--- src/rtl/sdram_init_pkg.sv ---
package sdram_init_pkg;

  typedef enum logic [1:0] {
    CMD_NONE = 2'd0,
    CMD_PALL = 2'd1,
    CMD_REF  = 2'd2,
    CMD_MRS  = 2'd3
  } init_cmd_e;

  localparam int CTL_EN_BIT   = 4;
  localparam int CTL_MRS_BIT  = 2;
  localparam int CTL_PALL_BIT = 1;
  localparam int CTL_REF_BIT  = 0;

  typedef struct packed {
    logic cs_n;
    logic ras_n;
    logic cas_n;
    logic we_n;
  } sd_strobe_t;

  function automatic sd_strobe_t strobes_for(init_cmd_e c);
    sd_strobe_t s;
    case (c)
      CMD_PALL: s = '{cs_n: 1'b0, ras_n: 1'b0, cas_n: 1'b1, we_n: 1'b0};
      CMD_REF:  s = '{cs_n: 1'b0, ras_n: 1'b0, cas_n: 1'b0, we_n: 1'b1};
      CMD_MRS:  s = '{cs_n: 1'b0, ras_n: 1'b0, cas_n: 1'b0, we_n: 1'b0};
      default:  s = '{cs_n: 1'b1, ras_n: 1'b1, cas_n: 1'b1, we_n: 1'b1};
    endcase
    return s;
  endfunction

endpackage

--- src/rtl/init_ctl_regs.sv ---
module init_ctl_regs #(
  parameter int ADDR_W = 13
) (
  input  logic              clk,
  input  logic              rst,
  input  logic              ctl_we,
  input  logic [7:0]        ctl_wdata,
  input  logic              mode_we,
  input  logic [ADDR_W-1:0] mode_wdata,
  output logic              en,
  output logic              arm_pall,
  output logic              arm_ref,
  output logic              arm_mrs,
  output logic [ADDR_W-1:0] mode_val
);
  import sdram_init_pkg::*;

  always_ff @(posedge clk) begin
    if (rst) begin
      en       <= 1'b0;
      arm_pall <= 1'b0;
      arm_ref  <= 1'b0;
      arm_mrs  <= 1'b0;
    end else if (ctl_we) begin
      en       <= ctl_wdata[CTL_EN_BIT];
      arm_pall <= ctl_wdata[CTL_PALL_BIT];
      arm_ref  <= ctl_wdata[CTL_REF_BIT];
      arm_mrs  <= ctl_wdata[CTL_MRS_BIT];
    end
  end

  always_ff @(posedge clk) begin
    if (rst) mode_val <= '0;
    else if (mode_we) mode_val <= mode_wdata;
  end


  arm_hold_chk: assert property (@(posedge clk) disable iff (rst)
    !ctl_we |=> $stable({en, arm_pall, arm_ref, arm_mrs}));

endmodule

--- src/rtl/init_cmd_select.sv ---
module init_cmd_select #(
  parameter int                  HADDR_W  = 24,
  parameter logic [HADDR_W-1:0]  WIN_BASE = 24'h200000,
  parameter logic [HADDR_W-1:0]  WIN_MASK = 24'hE00000
) (
  input  logic                           clk,
  input  logic                           rst,
  input  logic                           host_wr,
  input  logic [HADDR_W-1:0]             host_addr,
  input  logic                           en,
  input  logic                           arm_pall,
  input  logic                           arm_ref,
  input  logic                           arm_mrs,
  input  logic                           busy,
  output sdram_init_pkg::init_cmd_e      cmd_sel
);
  import sdram_init_pkg::*;

  logic win_hit;
  logic fire;

  assign win_hit = ((host_addr & WIN_MASK) == WIN_BASE);
  assign fire    = host_wr && win_hit && en && !busy;

  always_comb begin
    cmd_sel = CMD_NONE;
    if (fire) begin
      if (arm_pall)     cmd_sel = CMD_PALL;
      else if (arm_ref) cmd_sel = CMD_REF;
      else if (arm_mrs) cmd_sel = CMD_MRS;
    end
  end


  pall_wins_chk: assert property (@(posedge clk) disable iff (rst)
    (cmd_sel != CMD_NONE && arm_pall) |-> cmd_sel == CMD_PALL);


  busy_drop_chk: assert property (@(posedge clk) disable iff (rst)
    busy |-> cmd_sel == CMD_NONE);

endmodule

--- src/rtl/init_pin_drive.sv ---
module init_pin_drive #(
  parameter int ADDR_W = 13,
  parameter int BA_W   = 2,
  parameter int AP_BIT = 10
) (
  input  logic                      clk,
  input  logic                      rst,
  input  sdram_init_pkg::init_cmd_e cmd_sel,
  input  logic [ADDR_W-1:0]         mode_val,
  output logic                      sd_cs_n,
  output logic                      sd_ras_n,
  output logic                      sd_cas_n,
  output logic                      sd_we_n,
  output logic [BA_W-1:0]           sd_ba,
  output logic [ADDR_W-1:0]         sd_addr,
  output logic                      busy
);
  import sdram_init_pkg::*;

  localparam logic [ADDR_W-1:0] PALL_ADDR = ADDR_W'(1) << AP_BIT;

  sd_strobe_t        nxt_s;
  logic [ADDR_W-1:0] nxt_addr;

  always_comb begin
    nxt_s = strobes_for(cmd_sel);
    case (cmd_sel)
      CMD_PALL: nxt_addr = PALL_ADDR;
      CMD_MRS:  nxt_addr = mode_val;
      default:  nxt_addr = '0;
    endcase
  end

  always_ff @(posedge clk) begin
    if (rst) begin
      sd_cs_n  <= 1'b1;
      sd_ras_n <= 1'b1;
      sd_cas_n <= 1'b1;
      sd_we_n  <= 1'b1;
      sd_ba    <= '0;
      sd_addr  <= '0;
    end else begin
      sd_cs_n  <= nxt_s.cs_n;
      sd_ras_n <= nxt_s.ras_n;
      sd_cas_n <= nxt_s.cas_n;
      sd_we_n  <= nxt_s.we_n;
      sd_ba    <= '0;
      sd_addr  <= nxt_addr;
    end
  end

  assign busy = !sd_cs_n;


  one_cycle_cmd_chk: assert property (@(posedge clk) disable iff (rst)
    !sd_cs_n |=> sd_cs_n);


  idle_pins_chk: assert property (@(posedge clk) disable iff (rst)
    sd_cs_n |-> (sd_ras_n && sd_cas_n && sd_we_n && sd_addr == '0));


  pall_ap_chk: assert property (@(posedge clk) disable iff (rst)
    (!sd_cs_n && sd_cas_n) |-> (!sd_we_n && sd_addr[AP_BIT]));

endmodule

--- src/rtl/sdram_init_cmd_issuer.sv ---
module sdram_init_cmd_issuer #(
  parameter int                 ADDR_W   = 13,
  parameter int                 BA_W     = 2,
  parameter int                 AP_BIT   = 10,
  parameter int                 HADDR_W  = 24,
  parameter logic [HADDR_W-1:0] WIN_BASE = 24'h200000,
  parameter logic [HADDR_W-1:0] WIN_MASK = 24'hE00000
) (
  input  logic               clk,
  input  logic               rst,
  input  logic               ctl_we,
  input  logic [7:0]         ctl_wdata,
  input  logic               mode_we,
  input  logic [ADDR_W-1:0]  mode_wdata,
  input  logic               host_wr,
  input  logic [HADDR_W-1:0] host_addr,
  output logic               sd_cs_n,
  output logic               sd_ras_n,
  output logic               sd_cas_n,
  output logic               sd_we_n,
  output logic [BA_W-1:0]    sd_ba,
  output logic [ADDR_W-1:0]  sd_addr
);
  import sdram_init_pkg::*;

  logic              en, arm_pall, arm_ref, arm_mrs, busy;
  logic [ADDR_W-1:0] mode_val;
  init_cmd_e         cmd_sel;

  init_ctl_regs #(.ADDR_W(ADDR_W)) u_regs (
    .clk(clk), .rst(rst),
    .ctl_we(ctl_we), .ctl_wdata(ctl_wdata),
    .mode_we(mode_we), .mode_wdata(mode_wdata),
    .en(en), .arm_pall(arm_pall), .arm_ref(arm_ref), .arm_mrs(arm_mrs),
    .mode_val(mode_val)
  );

  init_cmd_select #(.HADDR_W(HADDR_W), .WIN_BASE(WIN_BASE), .WIN_MASK(WIN_MASK)) u_sel (
    .clk(clk), .rst(rst),
    .host_wr(host_wr), .host_addr(host_addr),
    .en(en), .arm_pall(arm_pall), .arm_ref(arm_ref), .arm_mrs(arm_mrs),
    .busy(busy), .cmd_sel(cmd_sel)
  );

  init_pin_drive #(.ADDR_W(ADDR_W), .BA_W(BA_W), .AP_BIT(AP_BIT)) u_drv (
    .clk(clk), .rst(rst),
    .cmd_sel(cmd_sel), .mode_val(mode_val),
    .sd_cs_n(sd_cs_n), .sd_ras_n(sd_ras_n), .sd_cas_n(sd_cas_n), .sd_we_n(sd_we_n),
    .sd_ba(sd_ba), .sd_addr(sd_addr), .busy(busy)
  );


  disabled_quiet_chk: assert property (@(posedge clk) disable iff (rst)
    !en |=> sd_cs_n);


  window_miss_chk: assert property (@(posedge clk) disable iff (rst)
    (host_wr && ((host_addr & WIN_MASK) != WIN_BASE)) |=> sd_cs_n);


  cmd_needs_trigger_chk: assert property (@(posedge clk) disable iff (rst)
    !host_wr |=> sd_cs_n);

endmodule

--- config.mk ---
export PLATFORM = sky130hd
export DESIGN_NAME = sdram_init_cmd_issuer
export DESIGN_NICKNAME = d
export VERILOG_FILES = /design/src/rtl/sdram_init_pkg.sv /design/src/rtl/init_ctl_regs.sv /design/src/rtl/init_cmd_select.sv /design/src/rtl/init_pin_drive.sv /design/src/rtl/sdram_init_cmd_issuer.sv
export SDC_FILE = /design/constraint.sdc
export NUM_CORES = 1
export LEC_CHECK = 0
export BUFFER_PORTS_ARGS = -buffer_cell sky130_fd_sc_hd__clkbuf_2
export CAP_MARGIN = 20
export CORE_MARGIN = 2
export CORE_UTILIZATION = 40
export CTS_BUF_LIST = sky130_fd_sc_hd__clkbuf_8
export CTS_CLUSTER_DIAMETER = 200
export DETAILED_ROUTE_END_ITERATION = 7
export PLACE_DENSITY_LB_ADDON = 0.1
export SLEW_MARGIN = 10
export SYNTH_ARGS = -nofsm -noshare
export SYNTH_HDL_FRONTEND = slang
export SYNTH_SLANG_ARGS = --single-unit
--- constraint.sdc ---
create_clock -name clk -period 1.1 [get_ports clk]
set_input_delay 0.165 -clock clk [delete_from_list [all_inputs] [get_ports clk]]
set_output_delay 0.165 -clock clk [all_outputs]
set_load 0.01 [all_outputs]
* Yosys cells after proc, flatten, opt, wreduce, memory -nomap -nowiden
Index checks and enable logic that the tools add are counted.
Storage, ports and cells: flip-flop bits (word level) 34, input port bits 50
Operators by class: equality and inequality tests 4, mux-type cells 6, reduce and logical (&&, ||, !) cells 3
Operators with widths (count):
- 13-bit one-hot mux with 2 select lines | 1
- 4-bit one-hot mux with 3 select lines | 1
- 2-bit two-way mux | 4
- 2-bit equality test, second input constant | 2
- 3-bit by 1-bit equality test with 1-bit output, second input constant | 1
- 1-bit logical AND | 3
- 2-bit by 1-bit equality test with 1-bit output, second input constant | 1

* Depth between registers and ports, before layout
Gate-level depths: netlist of the first run.
depth after elaboration 7, depth in mapped cells 4, mapped depth without buffers 2

* By module
From an unflattened synthesis of the first run, not the netlist that was laid out.
Second synthesis, totals: cell total of the unflattened synthesis 103, area, all modules 1197.4 um2
By module, submodules not included:
- init_ctl_regs | instances 1, seq. area each 340.3 um2, area each 620.6 um2, cells an instance 56
- init_pin_drive | instances 1, seq. area each 320.3 um2, area each 504.2 um2, cells an instance 40
- init_cmd_select | instances 1, seq. area each 0.0 um2, area each 72.6 um2, cells an instance 7

* Least setup slack after synthesis of the first run
Ideal clock, no wire load.
path type register to register, start register u_drv.sd_cs_n, end register u_drv.sd_cas_n, setup time 0.135 ns, cell stages (with the launch flop) 3, arrival 1.009 ns, period minus slack after synthesis 1.144 ns, path buffers 0, setup slack -0.044 ns, cell sequence dfxtp_1 -> nand3b_4 -> or4_4
On the way: cells in the longest elaborated chain, start to end 4, elaborated cells between the ends (all ways) 6
Ends and longest elaborated chain:
- start, declared | line init_pin_drive.sv:10 | output logic sd_cs_n,
- start signal, assigned | line init_pin_drive.sv:43 | sd_cs_n <= nxt_s.cs_n;
- 1-bit logical AND * | line init_cmd_select.sv:23 | assign fire = host_wr && win_hit && en && !busy;
- 2-bit two-way mux * | line init_cmd_select.sv:27 | if (fire) begin
- 2-bit equality test or 2-bit by 1-bit equality test with 1-bit output (tied branches) | line sdram_init_pkg.sv:24 | case (c)
- 4-bit one-hot mux with 3 select lines * | line sdram_init_pkg.sv:24
- end signal, assigned | line init_pin_drive.sv:45 | sd_cas_n <= nxt_s.cas_n;
- end, declared | line init_pin_drive.sv:12 | output logic sd_cas_n,
Mark *: on every way between the ends. The rest lies on a longest branch, timed or not. A chain may end at the register's enable or synchronous reset.

* Worst setup path after layout of the first run
start register u_regs.en, end register u_drv.sd_cas_n
On the way: cells in the longest elaborated chain, start to end 5, elaborated cells between the ends (all ways) 7
Ends and longest elaborated chain:
- start, declared | line init_ctl_regs.sv:10 | output logic en,
- start signal, assigned | line init_ctl_regs.sv:25 | en <= ctl_wdata[CTL_EN_BIT];
- 1-bit logical AND * (2 in series) | line init_cmd_select.sv:23
- 2-bit two-way mux * | line init_cmd_select.sv:27
- 2-bit equality test or 2-bit by 1-bit equality test with 1-bit output (tied branches) | line sdram_init_pkg.sv:24
- 4-bit one-hot mux with 3 select lines * | line sdram_init_pkg.sv:24
Marks and branches as above.

==> results of run 1 <==
worst max path at each step:
stage	slack, ps	to	depth (start not counted)	from
floorplan	6	u_drv.sd_cas_n$_SDFF_PP1_	3	rst
global placement	-40	u_drv.sd_cas_n$_SDFF_PP1_	3	host_addr[23]
detailed placement	-40	u_drv.sd_cas_n$_SDFF_PP1_	3	host_addr[23]
CTS	8	u_drv.sd_cas_n$_SDFF_PP1_	2	u_regs.en$_SDFFE_PP0P_
global route	3	u_drv.sd_addr[0]$_SDFF_PP0_	3	u_regs.en$_SDFFE_PP0P_
finish	60	u_drv.sd_cas_n$_SDFF_PP1_	2	u_regs.en$_SDFFE_PP0P_
power by group:
group	total [mW]	internal, mW	switching [mW]
clock network	0.877	0.486	0.391
registers	1.26	1.23	0.0219
logic	0.211	0.113	0.0984
per-stage QoR:
stage / hold slack, ps / TNS [ps] / area (um2)
finish: 122 / 0 / 1560
global route: 134 / 0 / 1560
CTS: 116 / 0 / 1560
detailed placement: 406 / -52.5 / 1470
global placement: 401 / -44.7 / 1470
floorplan: 312 / 0 / 1220
cell type report:
class	count	area share (%)
clock inverters	1	0.241
flip-flops and latches	33	42.5
inverters	1	0.241
well taps	33	2.65
multi-input cells	69	31.0
clock buffers	6	5.29
repair buffers	48	18.1
per-layer routing:
| layer | vias up | share of wire (%) | GRT usage (%) |
|---|---|---|---|
| li1 | 475 | - | - |
| met1 | 407 | 45 | 18.7 |
| met2 | 30 | 48 | 24.8 |
| met3 | 5 | 5.6 | 5.02 |
| met4 | 0 | 1.6 | 8.77 |
| met5 | - | 0 | 0 |
cell families (layout without fill, tap and decap cells):
| family | count (synthesis) | count (layout) | share of synthesized area [%] |
|---|---|---|---|
| other | 1 | 2 | 0.308 |
| flip-flops | 33 | 33 | 54.3 |
| multiplexers | 17 | 17 | 14.0 |
| AO/OA/AOI/OAI | 3 | 3 | 2.06 |
| AND/OR/NAND/NOR | 47 | 47 | 23.0 |
| buffers and inverters | 14 | 56 | 6.37 |
sequential cells by signal (all words and copies together) (netlist names):
name,count
u_drv.sd_addr,13
u_regs.mode_val,13
u_drv.sd_cas_n,1
u_drv.sd_cs_n,1
u_drv.sd_we_n,1
u_regs.arm_mrs,1
u_regs.arm_pall,1
u_regs.arm_ref,1
u_regs.en,1
worst max-delay path: cells and delay by family (launching register included):
| kind | cells | cell delay [ps] |
|---|---|---|
| flops | 1 | 360 |
| simple gates | 2 | 570 |
repair_timing:
action | CTS | global route
setup endpoints to repair | 0 | 11
hold endpoints to repair | 0 | 0
resized for setup | 0 | 1
setup buffers | 0 | 0
cell usage after synthesis, drive strengths merged:
cell type,n
nor2,18
mux2i,17
nand3b,2
clkbuf,2
or4,1
nand2b,13
a211oi,1
inv,1
nor4,12
a211o,2
conb,1
nand4bb,1
dfxtp,33
buf,11
==> flow_summary.ini, run 1 <==
[timing]
fmax_ghz = 0.959
clock-skew-final_ps = 0.707
hold_viol = 0
finalCriticalPeriod_ps = 1040
setup_viol = 0
fin_crit_sh_pct = 94.8
slew_viol_final = 0
rsz0062_at_grt = false
finalWorstSetupSlack_ps = 57.6

[floorplan]
ioPinCount = 69
fp.dieH_um = 59.2
row_count = 20
core-area_um2 = 2980
dieWidth_um = 59.2
initial_utilization_pct = 40.9
dieArea_um2 = 3500

[route]
first_pass_iters = 4
via_count = 917
via_per_inst = 4.80
drtAntennaViolNets = 0
drt-total-wl_um = 2290
drcViolationCount = 0
avgRoutedWirePerCell_um = 12.0
drtIter0Drc = 19

[logic_synthesis]
syn_area_um2 = 1220
synth_top_area_share_pct = 54.3
yosysWarnings = 0
ys_types = 19
yosysTopAreaCell = dfxtp_1
synth_area_per_cell_um2 = 10.6
seq_area_frac_synth_pct = 54.3
synthCells = 115
ys_ff_latch = 33
synthTopCellsByArea = dfxtp_1 (54%), mux2i_1 (14%), nand2b_1 (6.7%), nor4_1 (5.7%), nor2_1 (5.5%)

[finish]
drive_above_1_share_pct = 37.3
syn2layout_area_growth_pct = 28.2
final_util_pct = 52.4
fill_cells = 288
multi_input_area_um2 = 483
mostFrequentLayoutCell = clkbuf_2
fin_nets = 208
fin_cells = 191
final_cell_mix = clkbuf_2 (41), dfxtp_1 (31), nor2_1 (18), mux2i_1 (17), nand2b_1 (13)
num_antenna_cells = 0
seqCellArea_um2 = 663

[setup_path]
end_kind = register
cp_slowest_cell = or4_4
worstReg2RegEnd = u_drv.sd_cas_n$_SDFF_PP1_
cp.arrival_ps = 1190
critPathKind = register to register
cp_cell_sequence = nand3b_4 -> or4_4
startpoint_type = register
worstPathRequired_ps = 1250
reg2reg_from = u_regs.en$_SDFFE_PP0P_
r2r_slack_ps = 60
critical_path.max_stage_delay_ps = 470
reg2reg_depth = 2
cp_max_fo = 4

[global_route]
grt_pass1_wl_um = 3950
overflow = 0
antenna_found_initial = 0
grt_max_degree = 18
grtUsageTotal_pct = 15.6
grt_pass1_vias = 879

[worst_hold_path]
hold_path_end = u_regs.mode_val[8]$_SDFFE_PP0P_
whs_path_depth = 3
min_path_type = primary input to register
hold_start = mode_wdata[8]

[power]
ir_worst_vdd_uv = 768
power.density_nw_per_um2 = 1500
total_power_mw = 2.34
p_leak_nw = 0.710

[clocking]
clock-sinks = 33
cts-root-buf = clkbuf_8
postCtsHoldBufs = 0
htree_levels = 2
clock_path_buffers = 2
cts_tree = yes
clk-insertion-delay-late_ps = 270
path_clk_slew_ps = 60
numCtsBuffers = 5

[placement]
dp_cells = 184
place_ws_ps = -38.5
gp_congestion = 0.678
dp_hpwl_um = 1660
portBuffers = 41

[outcome]
status = complete, no violations

[flow_run]
cap_violations = 0
Power figures use the tool's default switching activity.
==> inputs of run 2 (changes only) <==
CORE_ASPECT_RATIO = 0.5   (was not set)
==> run 2 against run 1 <==
Net effect: combinational power about the same; via count down 2.2%; non-clock buffer count up 1; final area up 0.96%; count of clock-buffer cells in the layout unchanged; critical endpoint unchanged; largest cell class unchanged; highest routed layer unchanged.
==> flow_summary.ini, run 2 (synthesized netlist as in run 1, its figures left out) <==
[outcome]
status = complete, no violations

[finish]
num_antenna_cells = 0
final_util_pct = 53.5
multi_input_area_um2 = 495
seqCellArea_um2 = 662
drive_above_1_share_pct = 38.4
fin_nets = 209
syn2layout_area_growth_pct = 29.4
fill_cells = 286
final_cell_mix = clkbuf_2 (41), dfxtp_1 (32), nor2_1 (18), mux2i_1 (17), nand2b_1 (13)
mostFrequentLayoutCell = clkbuf_2
reg_top3 = u_drv.sd_addr x13, u_regs.mode_val x13

[timing]
setup_viol = 0
slew_viol_final = 0
finalWorstSetupSlack_ps = 31.8
clock-skew-final_ps = 4.84
fin_tns_setup_ps = 0
fmax_ghz = 0.936
finalCriticalPeriod_ps = 1070
fin_crit_sh_pct = 97.1
rsz0062_at_grt = true
hold_viol = 0

[clocking]
postCtsHoldBufs = 0
htree_levels = 2
clock_path_buffers = 2
clock-sinks = 33
post_cts_buffers = 0
numCtsBuffers = 5
cts_tree = yes
cts_resized = 0
clk-insertion-delay-late_ps = 280
cts-root-buf = clkbuf_8
path_clk_slew_ps = 60

[setup_path]
worstPathRequired_ps = 1250
cp_cell_sequence = nand3b_4 -> or4_4
cp.arrival_ps = 1220
end_kind = register
startpoint_type = register
worst-path-buf-inv = 0
cp_slowest_cell = or4_4
cp_max_fo = 3
cpLargestDelayFamily = simple AND/OR/NAND/NOR gates
critPathKind = register to register
critical_path.max_stage_delay_ps = 470

[placement]
place_ws_ps = -65.7
portBuffers = 41
dp_hpwl_um = 1640
gp_congestion = 0.685

[route]
drcViolationCount = 0
drt-total-wl_um = 2360
first_pass_iters = 4
via_count = 897
drtAntennaViolNets = 0
drtIter0Drc = 37
via_per_inst = 4.51
avgRoutedWirePerCell_um = 11.8

[global_route]
grt_pass1_vias = 836
grt_pass1_wl_um = 3650
grt_max_degree = 18
antenna_found_initial = 0
overflow = 0
grtUsageTotal_pct = 14.6

[floorplan]
initial_utilization_pct = 41.4
row_count = 14
ioPinCount = 69
core-area_um2 = 2940
dieWidth_um = 82.0
fp.dieH_um = 43.0
dieArea_um2 = 3530

[worst_hold_path]
min_path_type = primary input to register

[power]
p_leak_nw = 0.707
total_power_mw = 2.35
ir_worst_vdd_uv = 732
power.density_nw_per_um2 = 1490

[flow_run]
cap_violations = 0
## run 2: final cells by class
cell class	instances	area share, %
clock buffer	6	5.24
clock inverter	1	0.238
inverter	1	0.238
multi-input combinational	69	31.5
sequential	33	42.0
tap	40	3.18
timing repair buffer	49	17.6
## run 2: worst paths after layout
check	endpoint	startpoint	cells past startpoint	slack, ps
max reg2reg	u_drv.sd_cas_n$_SDFF_PP1_	u_regs.en$_SDFFE_PP0P_	2	30
min	u_regs.mode_val[10]$_SDFFE_PP0P_	mode_wdata[10]	3	120
min reg2reg	u_drv.sd_addr[3]$_SDFF_PP0_	u_regs.mode_val[3]$_SDFFE_PP0P_	2	440
max	u_drv.sd_cas_n$_SDFF_PP1_	u_regs.en$_SDFFE_PP0P_	2	30
## run 2: layer usage
metal,vias up,global-route usage (%),wire length (um)
li1,477,-,-
met1,390,20.0,1230
met2,28,19.7,951
met3,2,7.23,158
met4,0,5.00,14
met5,-,0,0
## run 2: metrics by stage
stage          std cells  instance area [um2]  hold slack [ps]
2_1_floorplan        116                 1220              312
3_3_place_gp         192                 1480              402
3_5_place_dp         192                 1480              407
4_1_cts              199                 1560              117
5_1_grt              199                 1580              123
6_report             199                 1580              122
## run 2: report_power, final
group          switching, mW  internal [mW]  total (mW)
clock network          0.402          0.486       0.888
registers             0.0221           1.23        1.25
logic                  0.102          0.109       0.211
## run 2: tightest hold or removal path, cell delays in order
cell	delay, ps
clkbuf_2	70
mux2i_1	50
nor2_1	70
==> inputs of run 3 (changes only) <==
ABC_AREA = 1   (was not set)
REMOVE_ABC_BUFFERS = 1   (was not set)
==> run 3 against run 2 <==
Net effect: synthesized cell count increased by 23%; final cell count increased by 15%; clock skew rose by 1.6 ps; critical path type is now register to output port; highest routed layer unchanged.
==> flow_summary.ini, run 3 <==
[setup_path]
cpLargestDelayFamily = flip-flops
end_kind = output port
worstReg2RegEnd = u_drv.sd_addr[8]$_SDFF_PP0_
reg2reg_from = u_regs.arm_pall$_SDFFE_PP0P_
critical_path.max_stage_delay_ps = 350
cp_slowest_cell = dfxtp_1
cp_cell_sequence = buf_4 -> clkbuf_2
cp_max_fo = 2
cp.arrival_ps = 860
reg2reg_depth = 5
startpoint_type = register
critPathKind = register to output port
r2r_slack_ps = 90
worstPathRequired_ps = 940
worst-path-buf-inv = 2

[floorplan]
dieArea_um2 = 3410
fp.dieH_um = 42.3
core-area_um2 = 2680
row_count = 13
ioPinCount = 69
dieWidth_um = 80.6
initial_utilization_pct = 43.7

[logic_synthesis]
ys_types = 19
yosysWarnings = 0
ys.flop_type = dfxtp_1
synth_common_cells = nor2_1 (36), dfxtp_1 (33), nand2_1 (18), o21ai_0 (17), nor2_2 (9)
synthTopCellsByArea = dfxtp_1 (56%), nor2_1 (12%), o21ai_0 (7.3%), nand2_1 (5.8%), nor2_2 (4.8%)
synth_top_area_share_pct = 56.4
synthArstFlopShare_pct = 0
yosysTopAreaCell = dfxtp_1
ys_ff_latch = 33
syn_area_um2 = 1170
synthCells = 141
synth_edf_count = 0
yosysMostFrequentCell = nor2_1
seq_area_frac_synth_pct = 56.4
synth_area_per_cell_um2 = 8.31

[power]
power.density_nw_per_um2 = 1530
total_power_mw = 2.34
ir_worst_vdd_uv = 814
p_leak_nw = 0.746

[finish]
syn2layout_area_growth_pct = 30.6
final_util_pct = 57.1
reg_top3 = u_drv.sd_addr x13, u_regs.mode_val x13
final_cell_mix = clkbuf_2 (41), nor2_1 (36), dfxtp_1 (33), nand2_1 (18), o21ai_0 (17)
num_antenna_cells = 0
drive_above_1_share_pct = 37.2
final_cell_area_um2 = 1530
mostFrequentLayoutCell = clkbuf_2
fin_nets = 240

[placement]
portBuffers = 41
place_ws_ps = -14.7
dp_hpwl_um = 1510
gp_congestion = 0.681
placed_area_um2 = 1430

[route]
first_pass_iters = 4
drt-total-wl_um = 2300
via_per_inst = 4.40
drcViolationCount = 0
avgRoutedWirePerCell_um = 10.1
drtIter0Drc = 26
drtAntennaViolNets = 0
via_count = 1003

[global_route]
antenna_found_initial = 0
grt_max_degree = 15
grtUsageTotal_pct = 14.9
grt_pass1_wl_um = 3640
grt_pass1_vias = 836
overflow = 0

[outcome]
status = complete, no violations

[flow_run]
cap_violations = 0

[timing]
rsz0062_at_grt = false
finalCriticalPeriod_ps = 1030
hold_viol = 0
fin_crit_sh_pct = 93.4
finalWorstSetupSlack_ps = 72.2
clock-skew-final_ps = 6.46
whs_ps = 102
fmax_ghz = 0.973
slew_viol_final = 0
setup_viol = 0

[clocking]
clock-sinks = 33
cts_tree = yes
post_cts_buffers = 0
numCtsBuffers = 5
clk-insertion-delay-late_ps = 280
path_clk_slew_ps = 60
clock_path_buffers = 2
htree_levels = 2
cts-root-buf = clkbuf_8

[worst_hold_path]
hold_start = ctl_wdata[4]
hold_path_end = u_regs.en$_SDFFE_PP0P_
min_path_type = primary input to register
whs_path_depth = 3
run 3: cell type report:
cell class | instances | area [um2]
clock inverter | 3 | 13.8
fill | 276 | 1150
tap | 37 | 46.3
clock buffer | 5 | 68.8
timing repair buffer | 48 | 258
multi-input combinational | 94 | 454
inverter | 8 | 30.0
sequential | 33 | 661
run 3: kinds of logic after synthesis:
group / synth area share [%]
DFF: 56.3
buffers and inverters: 7.26
other: 0.320
and+or+nand+nor: 27.2
AOI/OAI and AO/OA: 8.86
run 3: power by group:
| group | leakage [nW] | total [mW] | switching, mW | internal (mW) |
|---|---|---|---|---|
| clock network | 0.0491 | 0.861 | 0.433 | 0.429 |
| registers | 0.270 | 1.26 | 0.0202 | 1.24 |
| logic | 0.427 | 0.216 | 0.124 | 0.0921 |
| total | 0.746 | 2.34 | 0.576 | 1.76 |
run 3: what timing repair did:
action,CTS,global route
pin swaps,0,2
hold buffers,0,0
gates cloned,0,1
endpoints found under the setup margin,13,4
resized for setup,1,2
run 3: worst max path at each step:
stage                                         to  slack (ps)  depth (start not counted)                    startpoint
detailed placement   u_drv.sd_addr[1]$_SDFF_PP0_         -10                          4      u_drv.sd_cs_n$_SDFF_PP1_
floorplan            u_drv.sd_addr[0]$_SDFF_PP0_         -20                          4      u_drv.sd_cs_n$_SDFF_PP1_
CTS                                      sd_cs_n          60                          2      u_drv.sd_cs_n$_SDFF_PP1_
finish                                   sd_cs_n          70                          2      u_drv.sd_cs_n$_SDFF_PP1_
global placement    u_drv.sd_addr[12]$_SDFF_PP0_          -7                          4      u_drv.sd_cs_n$_SDFF_PP1_
global route         u_drv.sd_addr[8]$_SDFF_PP0_           3                          5  u_regs.arm_pall$_SDFFE_PP0P_
run 3: metrics by stage:
stage,cells,setup TNS [ps]
final,228,0
after global routing,228,0
after CTS,227,0
after detailed placement,219,-78.5
after global placement,219,-7.22
after floorplan,134,-205
run 3: routing by layer:
metal,up-vias,track usage (%),wire [um]
met1,440,18.1,1120
met2,31,21.7,970
li1,530,-,-
met3,2,9.70,194
met4,0,4.07,14
met5,-,0,0
run 3: worst min-delay path: cells and delay by family:
kind / cells / cell delay, ps
buf+inv: 1 / 70
simple gates: 2 / 110
